### config.mk
export PLATFORM = sky130hd
export DESIGN_NAME = trig_timer
export DESIGN_NICKNAME = d
export VERILOG_FILES = /design/src/rtl/trig_timer_pkg.sv /design/src/rtl/tmr_trig_sync.sv /design/src/rtl/tmr_mode_reg.sv /design/src/rtl/tmr_enable_ctrl.sv /design/src/rtl/tmr_count_core.sv /design/src/rtl/trig_timer.sv
export SDC_FILE = /design/constraint.sdc
export NUM_CORES = 1
export LEC_CHECK = 0
export BUFFER_PORTS_ARGS = -buffer_cell sky130_fd_sc_hd__buf_2
export CAP_MARGIN = 25
export CORE_ASPECT_RATIO = 2
export CORE_MARGIN = 3
export CORE_UTILIZATION = 40
export DETAILED_ROUTE_END_ITERATION = 16
export PLACE_DENSITY = 0.7
export RECOVER_POWER = 50
export SLEW_MARGIN = 20
export SYNTH_ARGS = -nofsm -noshare
export SYNTH_HDL_FRONTEND = slang
export SYNTH_SLANG_ARGS = --single-unit
### constraint.sdc
create_clock -name clk -period 3.65 [get_ports clk]
set_clock_uncertainty 0.2 [all_clocks]
set_input_delay 0.73 -clock clk [delete_from_list [all_inputs] [get_ports clk]]
set_output_delay 0.73 -clock clk [all_outputs]
set_load 0.02 [all_outputs]
### src/rtl/trig_timer_pkg.sv
package trig_timer_pkg;
  localparam int MODE_W = 3;

  localparam logic [MODE_W-1:0] CODE_FREE  = 3'd0;
  localparam logic [MODE_W-1:0] CODE_GATED = 3'd5;
  localparam logic [MODE_W-1:0] CODE_EDGE  = 3'd6;

  typedef enum logic [1:0] {
    QUAL_FREE,
    QUAL_GATED,
    QUAL_EDGE,
    QUAL_HOLD
  } qual_e;

  function automatic qual_e decode_mode(input logic [MODE_W-1:0] code);
    qual_e q;
    case (code)
      CODE_FREE:  q = QUAL_FREE;
      CODE_GATED: q = QUAL_GATED;
      CODE_EDGE:  q = QUAL_EDGE;
      default:    q = QUAL_HOLD;
    endcase
    return q;
  endfunction
endpackage

### src/rtl/tmr_trig_sync.sv
module tmr_trig_sync #(
  parameter int STAGES = 2
) (
  input  logic clk,
  input  logic rst_n,
  input  logic trig_async,
  output logic trig_lvl,
  output logic trig_rise
);
  logic [STAGES-1:0] chain_q;
  logic              lvl_prev_q;

  genvar g;
  generate
    for (g = 0; g < STAGES; g++) begin : g_stage
      if (g == 0) begin : g_first
        always_ff @(posedge clk) begin
          if (!rst_n) chain_q[g] <= 1'b0;
          else        chain_q[g] <= trig_async;
        end
      end else begin : g_next
        always_ff @(posedge clk) begin
          if (!rst_n) chain_q[g] <= 1'b0;
          else        chain_q[g] <= chain_q[g-1];
        end
      end
    end
  endgenerate

  always_ff @(posedge clk) begin
    if (!rst_n) lvl_prev_q <= 1'b0;
    else        lvl_prev_q <= chain_q[STAGES-1];
  end

  assign trig_lvl  = chain_q[STAGES-1];
  assign trig_rise = chain_q[STAGES-1] & ~lvl_prev_q;
endmodule

### src/rtl/tmr_mode_reg.sv
module tmr_mode_reg
  import trig_timer_pkg::*;
(
  input  logic              clk,
  input  logic              rst_n,
  input  logic              wr,
  input  logic [MODE_W-1:0] wdata,
  output logic [MODE_W-1:0] code,
  output qual_e             qual
);
  logic [MODE_W-1:0] code_q;

  always_ff @(posedge clk) begin
    if (!rst_n)  code_q <= CODE_FREE;
    else if (wr) code_q <= wdata;
  end

  assign code = code_q;
  assign qual = decode_mode(code_q);
endmodule

### src/rtl/tmr_enable_ctrl.sv
module tmr_enable_ctrl
  import trig_timer_pkg::*;
(
  input  logic  clk,
  input  logic  rst_n,
  input  qual_e qual,
  input  logic  mode_wr,
  input  logic  cnt_en,
  input  logic  trig_lvl,
  input  logic  trig_rise,
  output logic  advance
);
  logic started_q;
  logic permit;

  always_ff @(posedge clk) begin
    if (!rst_n)                                  started_q <= 1'b0;
    else if (!cnt_en || mode_wr)                 started_q <= 1'b0;
    else if (qual == QUAL_EDGE && trig_rise)     started_q <= 1'b1;
  end

  always_comb begin
    case (qual)
      QUAL_FREE:  permit = 1'b1;
      QUAL_GATED: permit = trig_lvl;
      QUAL_EDGE:  permit = started_q | trig_rise;
      default:    permit = 1'b0;
    endcase
  end

  assign advance = cnt_en & permit;
endmodule

### src/rtl/tmr_count_core.sv
module tmr_count_core #(
  parameter int CNT_W = 16
) (
  input  logic             clk,
  input  logic             rst_n,
  input  logic             advance,
  input  logic             dir_down,
  input  logic [CNT_W-1:0] reload,
  input  logic             load,
  input  logic [CNT_W-1:0] load_val,
  output logic [CNT_W-1:0] count,
  output logic             wrap_pulse
);
  localparam logic [CNT_W-1:0] STEP = CNT_W'(1);
  localparam logic [CNT_W-1:0] ZERO = '0;

  logic [CNT_W-1:0] cnt_q;
  logic [CNT_W-1:0] stepped;
  logic             at_edge;
  logic             pulse_q;

  always_comb begin
    if (dir_down) begin
      at_edge = (cnt_q == ZERO);
      stepped = at_edge ? reload : cnt_q - STEP;
    end else begin
      at_edge = (cnt_q >= reload);
      stepped = at_edge ? ZERO : cnt_q + STEP;
    end
  end

  always_ff @(posedge clk) begin
    if (!rst_n) begin
      cnt_q   <= ZERO;
      pulse_q <= 1'b0;
    end else if (load) begin
      cnt_q   <= load_val;
      pulse_q <= 1'b0;
    end else if (advance) begin
      cnt_q   <= stepped;
      pulse_q <= at_edge;
    end else begin
      pulse_q <= 1'b0;
    end
  end

  assign count      = cnt_q;
  assign wrap_pulse = pulse_q;
endmodule

### src/rtl/trig_timer.sv
module trig_timer
  import trig_timer_pkg::*;
#(
  parameter int CNT_W       = 16,
  parameter int SYNC_STAGES = 2
) (
  input  logic             clk,
  input  logic             rst_n,
  input  logic             mode_wr,
  input  logic [2:0]       mode_wdata,
  output logic [2:0]       mode_rd,
  input  logic             cfg_en,
  input  logic             cfg_dir,
  input  logic [CNT_W-1:0] cfg_reload,
  input  logic             cnt_load,
  input  logic [CNT_W-1:0] cnt_load_val,
  input  logic             trig_in,
  output logic [CNT_W-1:0] cnt_val,
  output logic             upd_pulse
);
  qual_e qual;
  logic  trig_lvl;
  logic  trig_rise;
  logic  advance;

  tmr_trig_sync #(.STAGES(SYNC_STAGES)) u_sync (
    .clk       (clk),
    .rst_n     (rst_n),
    .trig_async(trig_in),
    .trig_lvl  (trig_lvl),
    .trig_rise (trig_rise)
  );

  tmr_mode_reg u_mode (
    .clk  (clk),
    .rst_n(rst_n),
    .wr   (mode_wr),
    .wdata(mode_wdata),
    .code (mode_rd),
    .qual (qual)
  );

  tmr_enable_ctrl u_qual (
    .clk      (clk),
    .rst_n    (rst_n),
    .qual     (qual),
    .mode_wr  (mode_wr),
    .cnt_en   (cfg_en),
    .trig_lvl (trig_lvl),
    .trig_rise(trig_rise),
    .advance  (advance)
  );

  tmr_count_core #(.CNT_W(CNT_W)) u_core (
    .clk       (clk),
    .rst_n     (rst_n),
    .advance   (advance),
    .dir_down  (cfg_dir),
    .reload    (cfg_reload),
    .load      (cnt_load),
    .load_val  (cnt_load_val),
    .count     (cnt_val),
    .wrap_pulse(upd_pulse)
  );
endmodule

==> results of run 1 <==
cell usage after synthesis, drive strengths merged, types with 3 or more instances:
cell     n
o211ai  26
a21o     3
mux2i    3
clkbuf  14
inv     23
nand3   14
nor2b    4
nor2     9
nand2   14
and3     3
a31oi   19
nor3     6
buf     10
nor4     6
and2     5
dfxtp   24
xor2     7
a21oi    4
nand2b  13
ha      19
nand4   12
and4     4
xnor2   12
a31o     7
o311ai  11
o21ai   15
critical path, cell delays in order, from the launching register on:
cell and delay [ps]:
dfxtp_1 470, nor4_1 620, nand4_1 630, buf_4 420
o211ai_1 250, a31oi_1 110
cell usage in the layout (no fill, tap or decap), types with 3 or more instances in the layout:
cell type / count
buf_2: 47
o211ai_1: 26
dfxtp_1: 24
inv_1: 23
a31oi_1: 19
ha_1: 19
clkbuf_1: 16
o21ai_0: 15
nand2_1: 14
nand3_1: 14
nand2b_1: 13
xnor2_1: 12
nand4_1: 12
o311ai_0: 11
nor2_1: 9
xor2_1: 7
a31o_2: 7
nor3_1: 6
buf_4: 6
nor4_1: 5
and2_1: 5
a21oi_1: 4
and4_1: 4
nor2b_1: 4
a21o_1: 3
and3_1: 3
mux2i_1: 3
clkbuf_16: 3
layout make-up:
type	instances	area (µm²)	area share (%)
tap	61	76.32	2.697
sequential	24	480.5	16.98
inverter	24	90.09	3.183
timing repair buffer	69	340.3	12.02
clock buffer	4	88.84	3.139
multi-input combinational	241	1754	61.98
metal layers:
layer	global-route usage, %	vias up	wire length (µm)
met5	0	-	0
met4	16.21	0	529
met3	1.217	30	459
met2	40.17	127	4194
met1	25.07	1222	2769
li1	-	1302	-
sequential cells by signal (all words and copies together) (netlist names):
register / count
u_sync.chain_q: 1
u_qual.started_q: 1
u_mode.code: 3
u_sync.lvl_prev_q: 1
u_core.count: 16
u_core.wrap_pulse: 1
u_sync.trig_lvl: 1
logic make-up (layout without fill, tap and decap cells):
logic type	Yosys count	count (layout)	share of synthesized area, %
fa+ha+maj	19	19	9.774
mux	3	3	1.235
xor+xnor	19	19	6.842
buf+inv	48	97	8.127
flops	24	24	19.75
compound gates	101	101	30.76
simple gates	99	99	23.51
how the worst max path moves through the flow:
stage / slack, ps / startpoint / cells past startpoint / endpoint
after floorplan: 920 / cfg_reload[9] / 8 / u_core.count[6]
after global placement: 750 / cfg_en / 5 / u_core.wrap_pulse
after detailed placement: 720 / cfg_en / 5 / u_core.wrap_pulse
after CTS: 820 / u_core.count[4] / 5 / u_core.count[5]
after global routing: 550 / u_core.count[4] / 5 / u_core.count[5]
final: 780 / u_core.count[4] / 5 / u_core.count[5]
through the flow:
stage          hold slack (ps)  power [µW]  instances
6_report                 234.8       947.4        423
5_1_grt                  249.1       998.6        423
4_1_cts                  236.6       950.2        422
3_5_place_dp             221.3       689.0        418
3_3_place_gp             219.8       682.3        418
2_1_floorplan            211.9       570.6        313
power by group through the flow:
stage / combinational, µW / clock, µW / sequential, µW
after floorplan: 235 / 0 / 335
after detailed placement: 351 / 0 / 338
after global placement: 344 / 0 / 338
after CTS: 353 / 265 / 333
final: 351 / 262 / 334
after global routing: 387 / 273 / 339
==> out/qor.csv, run 1 <==
metric;value;unit
status;complete, no violations;
die_y;116.3;µm
slew_viol_final;0;
cp-end-kind;flop;
postCtsSetupBuffers;0;
track_usage;23.01;%
drtPass1Iterations;5;
fin_util;48.74;%
drive_above_1_share;18.78;%
cts_tree;done;
via_count;2681;
dpl_cell_area;2759;µm²
maxSlewHeadroom;31.48;%
avgRoutedWirePerCell;18.80;µm
p_sw_share;37.56;%
min_to;u_sync.trig_lvl;
place_ws;718.4;ps
synth_area;2432;µm²
rsz0062_at_grt;false;
seqPwrFrac;35.3;%
syn_avg_cell_area;7.771;µm²
maxCapViolCount;0;
fp.dieW;61.14;µm
min_from;u_sync.chain_q[0];
yosysUniqueCellTypes;48;
r2r.worst_path.cells;5;
crit_required;3550;ps
rr_startpoint;u_core.count[4];
timing.final.crit_share;78.68;%
setup_slack;778.4;ps
synth_largest_area_cell;dfxtp_1;
worstReg2RegEnd;u_core.count[5];
path_max_fanout;16;
rows;39;
hold_violations;0;
grt_overflow;0;
first_global_vias;2601;
ir_worst_vdd;0.1787;mV
synthTopCellsByArea;dfxtp_1 (20%), ha_1 (9.8%), o211ai_1 (8.0%);
postRouteWirelength;7953;µm
clock_sinks;24;
cts_made_buffers;3;
antenna_cells;0;
path_clk_slew;60;ps
synth_enable_flop_cells;0;
synthFlopType;dfxtp_1;
core_area;5807;µm²
fmax;348.2;MHz
grt_max_degree;28;
ys_ff_latch;24;
worst-slew-pin-transition;1028;ps
drcViolationCount;0;
p_int;591.6;µW
netlist_instances;313;
grt_pass1_wl;12470;µm
via_per_inst;6.338;
nFillCells;593;
drt_iter0_drc;140;
routabilityCongestion;0.9273;
ys_warn_count;0;
hp-class;flop to flop;
io_buffers;61;
synth.top_cell.area_share;19.75;%
r2r_slack;780;ps
io_pins;62;
ctsResizeCount;0;
async_flop_share;0;%
htree_levels;1;
initial_utilization;41.89;%
post-route-min-period;2872;ps
switching_power;355.9;µW
antenna_found_initial;0;
whs_path_depth;1;
combPwrFrac;37.0;%
synth.yosys.seq_area_share;19.75;%
p_leak;0.001170;µW
power_density;334.8;nW/µm²
cts_buffer_depth;2;
tns;0;ps
design_area;2830;µm²
setup_viol_count_final;0;
crit_arrival;2770;ps
ant_nets;0;
critPathKind;flop to flop;
critPathLaunchType;flop;
cts_hold_buf;0;
die_area;7109;µm²
p_clk_share;27.7;%
syn_to_final_growth;16.36;%
root_buffer;clkbuf_16;
syn_nets;374;
nets;424;
clk_latency;260;ps
hpwl;6011;µm
No activity file was read; power rests on OpenSTA's default activity.
==> run 2: changes to the inputs <==
--- a/config.mk
+++ b/config.mk
@@ -5,13 +5,14 @@
 export SDC_FILE = /design/constraint.sdc
 export NUM_CORES = 1
 export LEC_CHECK = 0
+export ABC_AREA = 1
 export BUFFER_PORTS_ARGS = -buffer_cell sky130_fd_sc_hd__buf_2
 export CAP_MARGIN = 25
 export CORE_ASPECT_RATIO = 2
 export CORE_MARGIN = 3
 export CORE_UTILIZATION = 40
 export DETAILED_ROUTE_END_ITERATION = 16
-export PLACE_DENSITY = 0.7
+export PLACE_DENSITY = 0.71
 export RECOVER_POWER = 50
 export SLEW_MARGIN = 20
 export SYNTH_ARGS = -nofsm -noshare
==> constraint.sdc (replaced) <==
create_clock -name clk -period 2.5 [get_ports clk]
set_clock_uncertainty 0.2 [all_clocks]
set_input_delay 0.5 -clock clk [delete_from_list [all_inputs] [get_ports clk]]
set_output_delay 0.5 -clock clk [all_outputs]
set_load 0.02 [all_outputs]
==> run 2 against run 1 <==
  * Non-clock buffer count is 9 higher
  * Sequential share of layout area fell by 2.4 points
  * Via count is 24% higher
  * Design area up 17%
  * Sequential power rose by 35%
  * Register-to-register slack worse by 500 ps
  * Die area increased by 13%
  * Critical path depth rose by 6
  * Largest cell class unchanged
  * Largest power group unchanged
==> out/qor.csv, run 2 <==
metric;value;unit;change
grt_overflow;0;;unchanged
core_area;6674;µm²;was 5807 µm²
placedCellCount;635;;was 418
r2r.worst_path.cells;12;;was 5
dpl_cell_area;3223;µm²;was 2759 µm²
largest_reg_flops;16;;unchanged
die_y;123.7;µm;was 116.3 µm
syn_nets;544;;was 374
cp_common_cell;nand2_1;;
power_density;494.9;nW/µm²;was 334.8 nW/µm²
maxSlewHeadroom;48.28;%;was 31.48%
worstReg2RegEnd;u_core.count[9];;was u_core.count[5]
cp-end-kind;flop;;unchanged
fin_util;49.68;%;was 48.74%
initial_utilization;41.53;%;was 41.89%
finalNonFillerCells;639;;was 423
ys_warn_count;0;;unchanged
drcViolationCount;0;;unchanged
nets;613;;was 424
cts_made_buffers;3;;unchanged
root_buffer;clkbuf_16;;unchanged
cts_tree;done;;unchanged
htree_levels;1;;unchanged
synth_area;2771;µm²;was 2432 µm²
ant_nets;0;;unchanged
antenna_found_initial;0;;unchanged
p_leak;0.001771;µW;was 0.001170 µW
path_max_fanout;7;;was 16
grt_max_degree;19;;was 28
status;complete, no violations;;unchanged
hold_violations;0;;unchanged
die_area;8024;µm²;was 7109 µm²
layout_common_cells;nand2_1 (123), inv_1 (73), nor2_1 (58);;was buf_2 (47), o211ai_1 (26), dfxtp_1 (24)
setup.worst_path.start;cfg_reload[7];;was u_core.count[4]
routabilityCongestion;0.9765;;was 0.9273
grt_pass1_wl;15720;µm;was 12470 µm
min_to;u_sync.chain_q[0];;was u_sync.trig_lvl
clock_sinks;24;;unchanged
post-route-min-period;2232;ps;
crit_cells;11;;was 5
synthTopCellsByArea;dfxtp_1 (17%), nand2_1 (17%), inv_1 (9.9%);;was dfxtp_1 (20%), ha_1 (9.8%), o211ai_1 (8.0%)
syn_to_final_growth;19.64;%;was 16.36%
crit_arrival;2240;ps;was 2770 ps
min_from;trig_in;;was u_sync.chain_q[0]
r2r_slack;280;ps;was 780 ps
timing.final.crit_share;89.29;%;
worst-slew-pin-transition;775.8;ps;was 1028 ps
fmax;448.0;MHz;
ys_ff_latch;24;;unchanged
netlist_instances;483;;was 313
rsz0062_at_grt;false;;unchanged
synth.most_common_cell;nand2_1;;was o211ai_1
via_per_inst;5.218;;was 6.338
track_usage;25.50;%;was 23.01%
path_cells;buf_2 -> inv_1 -> ha_1 -> a21oi_1 -> and2_1 -> nand2_1 -> nand2_1 -> nand2_1 -> o21ai_0 -> nand2_1 -> a21oi_1;;was nor4_1 -> nand4_1 -> buf_4 -> o211ai_1 -> a31oi_1
rows;42;;was 39
design_area;3316;µm²;was 2830 µm²
crit_required;2510;ps;was 3550 ps
hp-class;input pin to flop;;was flop to flop
antenna_cells;0;;unchanged
cts_hold_buf;0;;unchanged
drt_iter0_drc;128;;was 140
cts_buffer_depth;2;;unchanged
postRouteWirelength;9762;µm;was 7953 µm
cp.buffers_inverters;2;;was 1
whs_path_depth;3;;was 1
clk_latency;270;ps;was 260 ps
mostFrequentLayoutCell;nand2_1;;was buf_2
drive_above_1_share;18.15;%;was 18.78%
io_pins;62;;unchanged
avgRoutedWirePerCell;15.28;µm;was 18.80 µm
rr_startpoint;u_core.count[3];;was u_core.count[4]
slew_viol_final;0;;unchanged
async_flop_share;0;%;unchanged
synthFlopType;dfxtp_1;;unchanged
hpwl;7982;µm;was 6011 µm
first_global_vias;3347;;was 2601
critPathKind;input pin to flop;;was flop to flop
ir_worst_vdd;0.4784;mV;was 0.1787 mV
yosysUniqueCellTypes;30;;was 48
setup_viol_count_final;0;;unchanged
drtPass1Iterations;5;;unchanged
nFillCells;774;;was 593
fp.dieW;64.86;µm;was 61.14 µm
ys_top_cells_by_count;nand2_1 (123), inv_1 (73), nor2_1 (58), nand3_1 (43), a21oi_1 (39);;was o211ai_1 (26), dfxtp_1 (24), inv_1 (23), a31oi_1 (19), ha_1 (19)
synth_largest_area_cell;dfxtp_1;;unchanged
tns;0;ps;unchanged
synth_enable_flop_cells;0;;unchanged
maxCapViolCount;0;;unchanged
crit_family;simple AND/OR/NAND/NOR gates;;unchanged
worst_hold_slack;210.3;ps;was 234.8 ps
io_buffers;61;;unchanged
syn_avg_cell_area;5.738;µm²;was 7.771 µm²
crit_path_top_delay_cell;ha_1;;was nand4_1
path_clk_slew;70;ps;was 60 ps
via_count;3334;;was 2681
critPathLaunchType;input pin;;was flop
synth.top_cell.area_share;17.34;%;was 19.75%
synth.yosys.seq_area_share;17.34;%;was 19.75%
critical_path.max_stage_delay;300;ps;was 630 ps
-- run 2: per-stage QoR --
stage	worst slack, ps	power, µW
CTS	142.6	1654
global route	63.61	1752
global placement	42.32	1150
detailed placement	19.91	1160
floorplan	308.6	939.7
finish	267.8	1641
-- run 2: final cells by class --
class	count	area, µm²	share of cell area, %
Clock buffer	3	75.07	2.264
Clock inverter	1	30.03	0.9057
Inverter	74	277.8	8.377
Multi-Input combinational cell	371	1922	57.96
Sequential cell	24	484.2	14.60
Tap cell	88	110.1	3.321
Timing Repair Buffer	78	416.7	12.57
-- run 2: tightest hold or removal path: cells and delay by family --
family	cells	cell delay [ps]
buffers and inverters	2	120
and+or+nand+nor	1	40
-- run 2: cell families (layout without fill, tap and decap cells) --
| logic type | Yosys count | in the layout | synth area share, % |
|---|---|---|---|
| compound gates | 87 | 87 | 16.88 |
| xor+xnor | 8 | 8 | 2.528 |
| fa+ha+maj | 19 | 19 | 8.578 |
| buf+inv | 88 | 156 | 13.32 |
| flops | 24 | 24 | 17.34 |
| simple gates | 257 | 257 | 41.35 |
-- run 2: worst max path at each step --
stage / endpoint / slack [ps]
after floorplan: u_core.count[10] / 310
after global placement: u_core.count[9] / 40
after detailed placement: u_core.count[9] / 20
after CTS: u_core.count[9] / 140
after global routing: u_core.count[10] / 60
final: u_core.count[9] / 270
-- run 2: routing by layer --
layer	wire [µm]	global-route usage, %	share of wire, %	up-vias
met5	0	0	0	-
met3	445	1.895	4.6	38
met4	680	17.48	7.0	0
li1	-	-	-	1678
met1	3415	25.57	35	1512
met2	5221	48.43	53	106
-- run 2: repair_timing --
| item | 4_1_cts | 5_1_grt |
|---|---|---|
| buffers inserted | 0 | 0 |
| endpoints found under the setup margin | 0 | 1 |
| hold endpoints to repair | 0 | 0 |
| gates resized for setup | 0 | 3 |
-- run 2: where the power goes --
part | internal (µW) | switching, µW
sequential | 413 | 38.2
combinational | 244 | 457
clock | 320 | 169
total | 977 | 664
